===== src/rtl/pll_tune_pkg.sv =====
package pll_tune_pkg;
  // Register word addresses (software-visible map)
  localparam int unsigned ADDR_ACCESS = 0;
  localparam int unsigned ADDR_TUNE   = 1;
  // Access register bit positions
  localparam int unsigned BIT_EN      = 0;
  localparam int unsigned BIT_USED    = 1;
  // Depth of the reset-release synchronizer
  localparam int unsigned SYNC_STAGES = 2;
endpackage


===== src/rtl/ptc_rst_sync.sv =====
module ptc_rst_sync #(
  parameter int unsigned STAGES = 2
) (
  input  logic clk,
  input  logic arst_n,
  output logic rst_n_sync
);
  logic [STAGES-1:0] chain_q;

  generate
    if (STAGES == 1) begin : g_one
      always_ff @(posedge clk or negedge arst_n) begin
        if (!arst_n) chain_q <= '0;
        else         chain_q <= 1'b1;
      end
    end else begin : g_many
      always_ff @(posedge clk or negedge arst_n) begin
        if (!arst_n) chain_q <= '0;
        else         chain_q <= {chain_q[STAGES-2:0], 1'b1};
      end
    end
  endgenerate

  assign rst_n_sync = chain_q[STAGES-1];
endmodule


===== src/rtl/ptc_pulse_gen.sv =====
module ptc_pulse_gen #(
  parameter int unsigned PULSE_CYC = 16
) (
  input  logic clk,
  input  logic rst_n,
  input  logic start,
  output logic active
);
  localparam int unsigned CNT_W = $clog2(PULSE_CYC + 1);
  localparam logic [CNT_W-1:0] CNT_LOAD = CNT_W'(PULSE_CYC);

  logic [CNT_W-1:0] cnt_q;

  always_ff @(posedge clk or negedge rst_n) begin
    if (!rst_n)            cnt_q <= '0;
    else if (cnt_q != '0)  cnt_q <= cnt_q - CNT_W'(1);
    else if (start)        cnt_q <= CNT_LOAD;
  end

  assign active = (cnt_q != '0);

  // an idle start loads the full pulse length
  a_r6_start_loads: assert property (@(posedge clk) disable iff (!rst_n)
    (start && !active) |=> (cnt_q == CNT_LOAD));
  // a running pulse counts down by exactly one per cycle
  a_r6_countdown: assert property (@(posedge clk) disable iff (!rst_n)
    active |=> (cnt_q == $past(cnt_q) - CNT_W'(1)));
endmodule


===== src/rtl/ptc_regs.sv =====
module ptc_regs
  import pll_tune_pkg::*;
#(
  parameter int unsigned ADDR_W       = 2,
  parameter int unsigned DATA_W       = 16,
  parameter int unsigned TUNE_W       = 8,
  parameter logic [TUNE_W-1:0] TUNE_DEFAULT = '0
) (
  input  logic              clk,
  input  logic              rst_n,
  input  logic              pulse_active,
  input  logic              wr,
  input  logic [ADDR_W-1:0] addr,
  input  logic [DATA_W-1:0] wdata,
  output logic [DATA_W-1:0] rdata,
  output logic [TUNE_W-1:0] tune,
  output logic              acc_en,
  output logic              used,
  output logic              tune_accept
);
  logic [TUNE_W-1:0] tune_q;
  logic              en_q;
  logic              used_q;
  logic              sel_access;
  logic              sel_tune;
  logic              wr_access;

  assign sel_access  = (addr == ADDR_W'(ADDR_ACCESS));
  assign sel_tune    = (addr == ADDR_W'(ADDR_TUNE));
  assign wr_access   = wr && sel_access && !pulse_active;
  assign tune_accept = wr && sel_tune && en_q && !used_q && !pulse_active;

  // Tuning word and write-once flag: cleared only by the system reset
  always_ff @(posedge clk or negedge rst_n) begin
    if (!rst_n) begin
      tune_q <= TUNE_DEFAULT;
      used_q <= 1'b0;
    end else if (tune_accept) begin
      tune_q <= wdata[TUNE_W-1:0];
      used_q <= 1'b1;
    end
  end

  // Enable bit: also cleared by the self-generated pulse
  always_ff @(posedge clk or negedge rst_n) begin
    if (!rst_n)                      en_q <= 1'b0;
    else if (tune_accept || pulse_active) en_q <= 1'b0;
    else if (wr_access)              en_q <= wdata[BIT_EN];
  end

  always_comb begin
    rdata = '0;
    if (sel_access) begin
      rdata[BIT_EN]   = en_q;
      rdata[BIT_USED] = used_q;
    end else if (sel_tune) begin
      rdata[TUNE_W-1:0] = tune_q;
    end
  end

  assign tune   = tune_q;
  assign acc_en = en_q;
  assign used   = used_q;

  // the tuning word moves only on an accepted write
  a_r3_tune_hold: assert property (@(posedge clk) disable iff (!rst_n)
    !tune_accept |=> $stable(tune_q));
  // the write-once flag never falls outside a system reset
  a_r5_used_sticky: assert property (@(posedge clk) disable iff (!rst_n)
    used_q |=> used_q);
endmodule


===== src/rtl/pll_tune_rst_ctrl.sv =====
module pll_tune_rst_ctrl
  import pll_tune_pkg::*;
#(
  parameter int unsigned ADDR_W       = 2,
  parameter int unsigned DATA_W       = 16,
  parameter int unsigned TUNE_W       = 8,
  parameter logic [TUNE_W-1:0] TUNE_DEFAULT = 8'h5A,
  parameter int unsigned PULSE_CYC    = 16
) (
  input  logic              clk,
  input  logic              sys_rst_n,
  input  logic              bus_wr,
  input  logic [ADDR_W-1:0] bus_addr,
  input  logic [DATA_W-1:0] bus_wdata,
  output logic [DATA_W-1:0] bus_rdata,
  output logic [TUNE_W-1:0] pll_tune,
  output logic              pll_rst,
  output logic              rst_out_n,
  output logic              int_rst_n
);
  logic por_rst_n;
  logic pulse_active;
  logic tune_accept;
  logic acc_en;
  logic used;
  logic hold_n;

  ptc_rst_sync #(.STAGES(SYNC_STAGES)) u_sync (
    .clk        (clk),
    .arst_n     (sys_rst_n),
    .rst_n_sync (por_rst_n)
  );

  ptc_regs #(
    .ADDR_W       (ADDR_W),
    .DATA_W       (DATA_W),
    .TUNE_W       (TUNE_W),
    .TUNE_DEFAULT (TUNE_DEFAULT)
  ) u_regs (
    .clk          (clk),
    .rst_n        (por_rst_n),
    .pulse_active (pulse_active),
    .wr           (bus_wr),
    .addr         (bus_addr),
    .wdata        (bus_wdata),
    .rdata        (bus_rdata),
    .tune         (pll_tune),
    .acc_en       (acc_en),
    .used         (used),
    .tune_accept  (tune_accept)
  );

  ptc_pulse_gen #(.PULSE_CYC(PULSE_CYC)) u_pulse (
    .clk    (clk),
    .rst_n  (por_rst_n),
    .start  (tune_accept),
    .active (pulse_active)
  );

  assign hold_n    = por_rst_n && !pulse_active;
  assign rst_out_n = hold_n;
  assign int_rst_n = hold_n;
  assign pll_rst   = !hold_n;

  // an accepted tuning write pulls the processor reset low next cycle
  a_r6_accept_resets: assert property (@(posedge clk) disable iff (!por_rst_n)
    tune_accept |=> !rst_out_n);
  // the write-once flag rises only together with a reset pulse
  a_r4_flag_with_pulse: assert property (@(posedge clk) disable iff (!por_rst_n)
    $rose(used) |-> pulse_active);
  // the enable bit stays clear while the pulse runs
  a_r7_en_clear_in_pulse: assert property (@(posedge clk) disable iff (!por_rst_n)
    pulse_active |-> !acc_en);
endmodule


===== config.mk =====
export PLATFORM = sky130hd
export DESIGN_NAME = pll_tune_rst_ctrl
export DESIGN_NICKNAME = d
export VERILOG_FILES = /design/src/rtl/pll_tune_pkg.sv /design/src/rtl/ptc_rst_sync.sv /design/src/rtl/ptc_pulse_gen.sv /design/src/rtl/ptc_regs.sv /design/src/rtl/pll_tune_rst_ctrl.sv
export SDC_FILE = /design/constraint.sdc
export NUM_CORES = 1
export LEC_CHECK = 0
export BUFFER_PORTS_ARGS = -buffer_cell sky130_fd_sc_hd__buf_4
export CAP_MARGIN = 20
export CORE_UTILIZATION = 46
export CTS_CLUSTER_DIAMETER = 150
export DETAILED_ROUTE_END_ITERATION = 7
export GPL_TIMING_DRIVEN = 1
export PLACE_DENSITY = 0.83
export SYNTH_ARGS = -nofsm -noshare
export SYNTH_HDL_FRONTEND = slang
export SYNTH_SLANG_ARGS = --single-unit

===== constraint.sdc =====
create_clock -name clk -period 3.2 [get_ports clk]
set_clock_uncertainty 0.05 [all_clocks]
set_input_delay 0.48 -clock clk [delete_from_list [all_inputs] [get_ports clk]]
set_output_delay 0.48 -clock clk [all_outputs]
set_load 0.1 [all_outputs]

Word-level counts from Yosys, hierarchy flattened. Cells that the tools add are included.

Bits in registers: 17. Input bits: 21. Output and inout port bits: 27. Logic and storage cells: 29.

Add/sub/neg operators: 1. Equal/unequal tests: 1. Muxes and demuxes: 7. Reductions and logical operators: 15.

Operators with widths (number): two-way mux 5 bit (2); two-way mux 8 bit (1); logical AND 1 bit (7); two-way mux 6 bit (1); nonzero test 5 bit (1); subtractor 5 x 1 -> 5 bit, second input constant (1); nonzero test 2 bit (2); logical NOT 1 bit (3); equality test 2 x 1 -> 1 bit, second input constant (1); logical NOT 2 bit (1); two-way mux 1 bit (2); two-way mux 2 bit (1); logical OR 1 bit (1).

Longest topological paths before layout. Gate-level depths: netlist of the first run.

Depth in word-level cells: 7. Gate-level depth with buffers: 6. Depth with buffers taken out: 5.

Hierarchy. A second synthesis of the first run with hierarchy kept.

Cell total of the unflattened synthesis: 76. Area total of the unflattened synthesis: 882.1 µm².

Modules (own cells, without submodules): ptc_regs (instances 1, cells an instance 46, area an instance 548.0 µm², sequential area each 255.2 µm²); ptc_pulse_gen (instances 1, cells an instance 24, area an instance 260.2 µm², sequential area each 125.1 µm²); ptc_rst_sync (instances 1, cells an instance 3, area an instance 53.8 µm², sequential area each 50.0 µm²); pll_tune_rst_ctrl (instances 1, cells an instance 3, area an instance 20.0 µm², sequential area each 0.0 µm²).

Least setup slack after synthesis of the first run. No wires, ideal clock.

Path kind: register to output. Start: register u_pulse.cnt_q[0]. End: output port rst_out_n. Data arrival time: 2869 ps. Data required time: 2670 ps. Path slack: -199 ps. Stages on the path, launching flop included: 7. Buffers on the path: 1. Path through: dfrtp_1 -> inv_1 -> ha_1 -> nor4b_4 -> nand2_1 -> inv_1 -> buf_4.

Cells in the longest elaborated chain, start to end: 3.

RTL lines: start: declaration (line ptc_pulse_gen.sv:12) `logic [CNT_W-1:0] cnt_q;`; start signal: assignment (line ptc_pulse_gen.sv:16) `else if (cnt_q != '0) cnt_q <= cnt_q - CNT_W'(1);`; nonzero test 5 bit (line ptc_pulse_gen.sv:20) `assign active = (cnt_q != '0);`; logical NOT 1 bit (line pll_tune_rst_ctrl.sv:60) `assign hold_n = por_rst_n && !pulse_active;`; logical AND 1 bit (line pll_tune_rst_ctrl.sv:60); end: declaration (line pll_tune_rst_ctrl.sv:18) `output logic rst_out_n,`.

No other way between the ends.

Final worst setup path of the first run. Ends and elaborated chain as after synthesis.

==> run metrics, run 1 <==
outcome=finished, final reports clean; Fillers=161; ratio of cells with drive above 1 in the final layout=0.510; Worst EP arrival=1880 ps; top-area cell type share of the netlist area=0.385; register area share after synthesis=0.509; Setup Crit Path Kind=flop to primary output; initial core utilization=0.490; via count=601; Worst Hold Class=flop to asynchronous set/reset pin; #FFs+latches synth=17; RSZ-0062 raised after global routing=false; Fin. Hold Viols=0; Die ar.=0.00201 mm²; Tcrit/Tclk final=0.752; vias in the first global route=521; Resized cells post-CTS=0; DP HPWL=1110 µm; first-pass GRT wire length=2210 µm; Max Root-Sink Buffers=2; CTS tree=done; insertion delay to the later sink of the worst-skew pair=290 ps; critical path required time=2670 ps; maximum vdd ir drop=0.000367 V; worst r2r src=u_pulse.cnt_q[0]; syn_area_per_cell=12.1 µm²; GP Congestion=0.698; Worst-path clk slew=100 ps; initial antenna violation count=0; row count=15; CTS H-Tree Depth=1; power per cell area=596 mW/mm²; pin slew with the least headroom to its limit=770 ps; final WL=1440 µm; Rel. slew slack=0.484; leakage power=0.571 nW; CP Launch Type=flop; fin. max-slew vios=0; Cells after DPL=124; grt total ovfl=0; Yosys cell types=24; Die Y=44.9 µm; Final nets=127; TritonCTS Buffers=3; setup TNS=0 ps; root buf cell=clkbuf_4; final setup vio count=0; area grow syn2layout=31.1%; Final Non-Filler Cells=129; depth of the most critical reg-to-reg path=5; WL/cell=11.1 µm; mapped cell area=846 µm²; Buffers on Ports=31; GRT Util Overall=0.159; vias per cell=4.66; fmax=416 MHz; flop-to-flop setup slack=830 ps; pin count of the biggest net entering global routing=16; synth warn=0; hold buffer count at cts=1; Synth area leaders=dfrtp_1 38%, dfstp_2 12%, mux2_2 11%; DR iter-0 viols=4; CP Capture Type=primary output; Remaining DRCs=0; Mapped Cells=70; Worst Path Max Fanout=7; Critical R2R Capture=u_regs.tune[5]; maxcap violations=0; First-pass DRT Iterations=3; number of post-CTS setup repair buffers=0; clk sinks=17; core box area=0.00173 mm²; crit path time final=2410 ps; IO Pins=48; die width=44.9 µm; Yosys top cell by area=dfrtp_1; post-route ant nets=0; ANT cells=0
==> synthesized netlist by cell type <==
cell type  instances
mux2_2             8
conb_1             2
nand2b_1           1
and2_1             6
ha_1               1
nor2_1             4
nor4b_4            1
inv_1              3
nand2_1            2
xor2_1             1
o21ai_0            1
nor3b_1            1
nor2b_1            1
nor4_1             1
dfrtp_1           13
buf_4              9
mux2i_1            5
nand4b_1           1
o22ai_1            1
or2_2              1
a21o_1             1
dfstp_2            4
buf_6              1
nor3b_2            1
==> routing by layer <==
layer	up-vias	track usage	wire, µm
li1	283	-	-
met1	289	0.188	632
met2	24	0.253	685
met3	5	0.0320	81
met4	0	0.127	39
met5	-	0	0
==> layout by cell type, fill, tap and decap left out, drive strengths merged, types with 2 or more instances in the layout <==
cell type / synthesis / layout
dfrtp: 13 / 13
nor3b: 2 / 2
and2: 6 / 6
dfstp: 4 / 4
nand2: 2 / 2
mux2i: 5 / 5
mux2: 8 / 8
conb: 2 / 9
buf: 10 / 32
inv: 3 / 2
clkbuf: 0 / 3
nor2: 4 / 4
==> stage by stage <==
stage | setup WS (ps) | utilization | hold WS (ps) | total power [mW] | instance area [µm²]
detailed placement | 849 | 0.620 | 183 | 0.553 | 1070
CTS | 797 | 0.642 | 192 | 0.668 | 1110
finish | 794 | 0.642 | 181 | 0.661 | 1110
global route | 697 | 0.642 | 208 | 0.700 | 1110
global placement | 850 | 0.620 | 184 | 0.544 | 1070
floorplan | 304 | - | 134 | 0.512 | 878
==> state kept, by name (all words and copies together), names as in the netlist <==
register / cells
u_pulse.cnt_q: 5
u_regs.acc_en: 1
u_regs.tune: 8
u_regs.used: 1
u_sync.chain_q: 2
==> logic make-up after synthesis <==
group / after synthesis / synth area share
XOR/XNOR: 1 / 0.0104
flip-flops: 17 / 0.509
AND/OR/NAND/NOR: 20 / 0.163
multiplexers: 13 / 0.166
other: 2 / 0.00888
adder cells (fa/ha/maj): 1 / 0.0148
AO/OA/AOI/OAI: 3 / 0.0222
buffers and inverters: 13 / 0.107
==> worst max-delay path: stages, from the launching register on <==
cell	delay, ps
dfrtp_1	410
inv_1	70
ha_1	210
nor4b_4	400
nand2_2	140
clkinvlp_4	90
buf_4	280
==> cell type report <==
| cell class | instances | area (µm²) | area share |
|---|---|---|---|
| clock inverters | 1 | 5.00 | 0.00451 |
| multi-input cells | 47 | 354 | 0.319 |
| flip-flops and latches | 17 | 430 | 0.388 |
| clock buffers | 3 | 22.5 | 0.0203 |
| repair buffers | 33 | 250 | 0.226 |
| well taps | 25 | 31.3 | 0.0282 |
| inverters | 3 | 15.0 | 0.0135 |
==> worst max path at each step <==
stage / startpoint / to / cells after the start
finish: u_pulse.cnt_q[0] / rst_out_n / 6
global route: u_pulse.cnt_q[1] / u_regs.tune[0] / 5
global placement: u_pulse.cnt_q[0] / u_regs.tune[5] / 5
CTS: u_pulse.cnt_q[0] / rst_out_n / 6
detailed placement: u_pulse.cnt_q[0] / u_regs.tune[5] / 5
floorplan: u_regs.tune[0] / bus_rdata[0] / 2
==> power by group <==
| part | switching, mW | total, mW | internal (mW) | leakage, nW |
|---|---|---|---|---|
| Clock | 0.0657 | 0.112 | 0.0465 | 0.0177 |
| Combinational | 0.181 | 0.264 | 0.0832 | 0.345 |
| Sequential | 0.0341 | 0.285 | 0.251 | 0.208 |
(Power assumes the default switching activity.)
==> run 2, diff against run 1 <==
Settings changed: CORE_UTILIZATION 46 to 42, PLACE_DENSITY 0.83 to 0.77.
Clock period 3.2 ns to 2.4 ns, I/O delays scaled along.
==> run 2 against run 1 <==
Effect of this change: combinational power grew 39%; power grew 37%; via count grew 1.5%; final cell count grew 3.1%; sequential share of layout area shrank 1.1 points; worst hold slack is essentially flat; non-clock buffer count grew 4; critical path type unchanged; largest power group unchanged.
==> run metrics, run 2 (synthesis gave the netlist of run 1 again) <==
Worst Path Max Fanout=4 (-3); Flop pwr share=0.422 (-0.009); pin count of the biggest net entering global routing=16 (unchanged); maximum vdd ir drop=0.000346 V (-5.8%); Worst Hold Class=flop to asynchronous set/reset pin; most frequent cells in the layout=36 x buf_4, 13 x dfrtp_1, 9 x conb_1; maxcap violations=0 (unchanged); Tcrit/Tclk final=0.915; root buf cell=clkbuf_4; DP HPWL=1190 µm (+6.8%); GRT Util Overall=0.160 (+0.000163); vias in the first global route=535 (+2.7%); max reg flops=8 (unchanged); GP Congestion=0.617 (-12%); CTS tree=done; Worst-path clk slew=100 ps (about the same); Clk pwr share=0.173 (+0.003); final WL=1620 µm (+13%); row count=15 (unchanged); sequential cell area=430 µm² (unchanged); Final Non-Filler Cells=133 (+3.1%); area grow syn2layout=35.1%; Max Root-Sink Buffers=2 (unchanged); initial antenna violation count=0 (unchanged); Fin. Hold Viols=0 (unchanged); ratio of cells with drive above 1 in the final layout=0.537 (+0.0274); Die Y=46.9 µm (+4.4%); Sw Share=0.424 (about the same); Setup Crit Path Kind=flop to primary output; critical path required time=1990 ps (-680 ps); RSZ-0062 raised after global routing=false; combinational share of power=0.404 (+0.005); DR iter-0 viols=1 (-3); outcome=finished, final reports clean; Fillers=149 (-7.5%); First-pass DRT Iterations=2 (-1); vias per cell=4.59 (-1.6%); internal power=0.522 mW (+37%); IO Pins=48 (unchanged); via count=610 (+1.5%); initial core utilization=0.469 (-0.0204); post-route ant nets=0 (unchanged); Worst EP arrival=1790 ps (-90 ps); power per cell area=793 mW/mm² (+33%); WL/cell=12.2 µm (+9.3%); Remaining DRCs=0 (unchanged); insertion delay to the later sink of the worst-skew pair=290 ps (about the same); ANT cells=0 (unchanged); Resized cells post-CTS=0 (unchanged); CTS H-Tree Depth=1 (unchanged); flop-to-flop setup slack=380 ps (-450 ps); CP Capture Type=primary output; grt total ovfl=0 (unchanged); fin. max-slew vios=0 (unchanged); fmax=455 MHz; clk sinks=17 (unchanged); P_sw=0.384 mW (+37%); core box area=0.00180 mm² (+4.3%); die width=46.9 µm (+4.4%); first-pass GRT wire length=2300 µm (+3.7%); WHS=181 ps (-0.0580 ps); Die ar.=0.00220 mm² (+9.1%); Buffers on Ports=31 (unchanged); Cells after DPL=126 (+1.6%); final setup vio count=0 (unchanged); commonest non-fill, non-tap cell in the layout=buf_4; multi-input logic area=359 µm² (+1.4%); TritonCTS Buffers=3 (unchanged); depth of the most critical reg-to-reg path=7 (+2); leakage power=0.590 nW (+3.2%); Final nets=131 (+3.1%); CP Launch Type=flop; crit path time final=2200 ps
-- run 2: changes by cell type in the layout (fill, tap and decap cells not counted) --
cell and delta:
clkinv_2 -1, nor2_1 -2, clkbuf_1 +1, nor2_2 +2, buf_4 +4
-- run 2: worst paths after layout --
kind,startpoint,end
worst max-delay path,u_pulse.cnt_q[0],int_rst_n
worst min-delay path,u_sync.chain_q[1],u_pulse.cnt_q[4]
worst max register to register,u_pulse.cnt_q[0],u_regs.tune[2]
worst min register to register,u_sync.chain_q[1],u_pulse.cnt_q[4]
max in group asynchronous,u_sync.chain_q[1],u_regs.tune[1]
min in group clk,bus_wdata[7],u_regs.tune[7]
-- run 2: power by group through the flow --
| stage | Combinational (mW) | Sequential [mW] | Clock (mW) |
|---|---|---|---|
| 2_1_floorplan | 0.263 | 0.420 | 0 |
| 3_3_place_gp | 0.344 | 0.384 | 0 |
| 3_5_place_dp | 0.351 | 0.389 | 0 |
| 4_1_cts | 0.356 | 0.384 | 0.164 |
| 5_1_grt | 0.394 | 0.390 | 0.172 |
| 6_report | 0.366 | 0.383 | 0.157 |
-- run 2: critical path: stages, from the launching register on --
cell and delay [ps]:
dfrtp_1 420, inv_1 70, ha_1 210, nor4b_4 310
nand2_2 130, clkinvlp_4 80, buf_4 280
-- run 2: repair_timing --
item,in CTS,in global routing
setup endpoints to repair,0,2
setup buffers,0,2
hold endpoints to repair,2,0
hold buffers,1,0
-- run 2: cell type report --
class                   count  share of cell area
well taps                  25              0.0274
repair buffers             37               0.245
flip-flops and latches     17               0.377
inverters                   3              0.0131
multi-input cells          47               0.314
clock buffers               4              0.0230
-- run 2: routing by layer --
metal,part of all wire,GRT usage,routed length [µm]
met1,0.42,0.177,674
met2,0.51,0.267,827
met3,0.052,0.0462,85
met4,0.021,0.103,34
met5,0,0,0
-- run 2: per-stage QoR --
step	setup TNS (ps)	instance area (µm²)	total power, mW	setup WS, ps	utilization
finish	0	1140	0.906	204	0.634
CTS	0	1130	0.904	84.4	0.626
global placement	0	1090	0.728	405	0.606
global route	0	1140	0.957	44.9	0.634
floorplan	-273	883	0.683	-273	-
detailed placement	0	1090	0.740	389	0.606
==> run 3, diff against run 2 <==
--- a/constraint.sdc
+++ b/constraint.sdc
@@ -3,3 +3,3 @@
 set_input_delay 0.36 -clock clk [delete_from_list [all_inputs] [get_ports clk]]
 set_output_delay 0.36 -clock clk [all_outputs]
-set_load 0.1 [all_outputs]
+set_load 0.005 [all_outputs]
==> run 3 against run 2 <==
Effect of this change: worst hold slack improved by 15 ps; clock power is 4% lower; first-iteration DRC count grew to 3.0 times the previous value; cell area fell by 2.2%; utilization is 1.4 points lower; critical endpoint unchanged; largest cell class unchanged; largest power group unchanged.
==> run metrics, run 3 (synthesis gave the netlist of run 1 again) <==
maximum vdd ir drop=0.000351 V (+1.5%); crit path to=int_rst_n; crit path time final=2030 ps (-171 ps); final worst slack=375 ps (+171 ps); Die ar.=0.00220 mm² (unchanged); post-route ant nets=0 (unchanged); max reg flops=8 (unchanged); Max Root-Sink Buffers=2 (unchanged); Critical R2R Capture=u_regs.tune[7]; clk sinks=17 (unchanged); Worst-path clk slew=110 ps (about the same); CP Launch Type=flop; IO Pins=48 (unchanged); vias per cell=4.49 (-2.1%); commonest non-fill, non-tap cell in the layout=buf_4; DP HPWL=1190 µm (about the same); final setup vio count=0 (unchanged); GR Util met2=0.242 (-0.0250); row count=15 (unchanged); GRT Util Overall=0.154 (-0.00524); initial antenna violation count=0 (unchanged); met3 usage=0.0269 (-0.0192); most frequent cells in the layout=34 x buf_4, 13 x dfrtp_1, 9 x conb_1; first-pass GRT wire length=2340 µm (+1.8%); depth of the most critical reg-to-reg path=6 (-1); TritonCTS Buffers=3 (unchanged); CP Capture Type=primary output; GP Congestion=0.619 (+0.32%); Sw Share=0.299 (-0.124); Setup Crit Path Kind=flop to primary output; internal power=0.511 mW (-2.2%); fin. max-slew vios=0 (unchanged); ratio of cells with drive above 1 in the final layout=0.500 (-0.0370); Final nets=129 (-1.5%); most used routing layer=met2; Clk pwr share=0.208 (+0.035); flop-to-flop setup slack=430 ps (+50 ps); CTS H-Tree Depth=1 (unchanged); Worst EP arrival=1620 ps (-170 ps); Cells after DPL=126 (unchanged); sequential cell area=430 µm² (unchanged); area grow syn2layout=32.1%; Worst Path Max Fanout=6 (+2); root buf cell=clkbuf_4; First-pass DRT Iterations=4 (+2); Final Non-Filler Cells=131 (-1.5%); via count=588 (-3.6%); Worst Hold Class=flop to asynchronous set/reset pin; Tcrit/Tclk final=0.844 (-0.0713); grt total ovfl=0 (unchanged); Crit. Startpoint=u_pulse.cnt_q[0]; multi-input logic area=352 µm² (-2.1%); DR iter-0 viols=3 (+2); WL/cell=11.5 µm (-5.3%); insertion delay to the later sink of the worst-skew pair=290 ps (about the same); maxcap violations=0 (unchanged); die width=46.9 µm (unchanged); leakage power=0.592 nW (+0.30%); Remaining DRCs=0 (unchanged); outcome=finished, final reports clean; Fillers=167 (+12%); Die Y=46.9 µm (unchanged); pre-CTS setup slack=403 ps (+13.9 ps); number of post-CTS setup repair buffers=0 (unchanged); P_sw=0.218 mW (-43%); worst r2r src=u_pulse.cnt_q[0]; vias in the first global route=542 (+1.3%); pin count of the biggest net entering global routing=16 (unchanged); ANT cells=0 (unchanged); grt met1 use=0.210 (+0.0331); combinational share of power=0.268 (-0.136); power per cell area=652 mW/mm² (-18%); Buffers on Ports=31 (unchanged); RSZ-0062 raised after global routing=false; fmax=494 MHz (+8.4%); final WL=1510 µm (-6.7%); Flop pwr share=0.524 (+0.102); Fin. Hold Viols=0 (unchanged); setup TNS=0 ps (unchanged); critical path required time=1990 ps (about the same); initial core utilization=0.469 (unchanged); CTS tree=done; core box area=0.00180 mm² (unchanged)
## run 3: cell type report
type	instances	share of cell area
clock buffers	3	0.0202
clock inverters	1	0.00448
inverters	3	0.0101
multi-input cells	47	0.315
flip-flops and latches	17	0.385
well taps	25	0.0280
repair buffers	35	0.237
## run 3: power by group through the flow
| stage | sequential, mW | clock [mW] | combinational [mW] |
|---|---|---|---|
| finish | 0.382 | 0.151 | 0.195 |
| global route | 0.388 | 0.173 | 0.220 |
| CTS | 0.383 | 0.160 | 0.197 |
| detailed placement | 0.387 | 0 | 0.196 |
| global placement | 0.385 | 0 | 0.188 |
| floorplan | 0.382 | 0 | 0.139 |
## run 3: metrics by stage
stage               hold WS (ps)  instance area, µm²  utilization  total power, mW
floorplan                   14.4                 872            -            0.521
global placement            96.9                1080        0.599            0.573
detailed placement          98.4                1080        0.599            0.583
CTS                          213                1120        0.620            0.740
global route                 227                1120        0.620            0.781
finish                       196                1120        0.620            0.729
## run 3: timing repair
action / CTS / global route
hold buffers: 1 / 0
gates resized for setup: 0 / 0
endpoints found under the hold margin: 2 / 0
## run 3: how the worst min path moves through the flow
stage	cells past startpoint	slack, ps	from	end
floorplan	0	10	sys_rst_n	u_sync.chain_q[0]
global placement	1	100	sys_rst_n	u_sync.chain_q[0]
detailed placement	1	100	sys_rst_n	u_sync.chain_q[0]
CTS	1	210	u_sync.chain_q[1]	u_regs.tune[5]
global route	2	230	bus_wdata[1]	u_regs.tune[1]
finish	1	200	u_sync.chain_q[1]	u_pulse.cnt_q[4]
## run 3: layer usage
metal | share of wire | vias up
met4 | 0 | 0
li1 | - | 285
met1 | 0.43 | 278
met3 | 0.071 | 0
met2 | 0.50 | 25
met5 | 0 | -
## run 3: critical path, cell delays in order (launching register included)
cell and delay, ps:
dfrtp_1 410, inv_1 70, ha_1 210, nor4b_4 230, buf_4 180, nand2_1 70
inv_1 70, buf_4 100
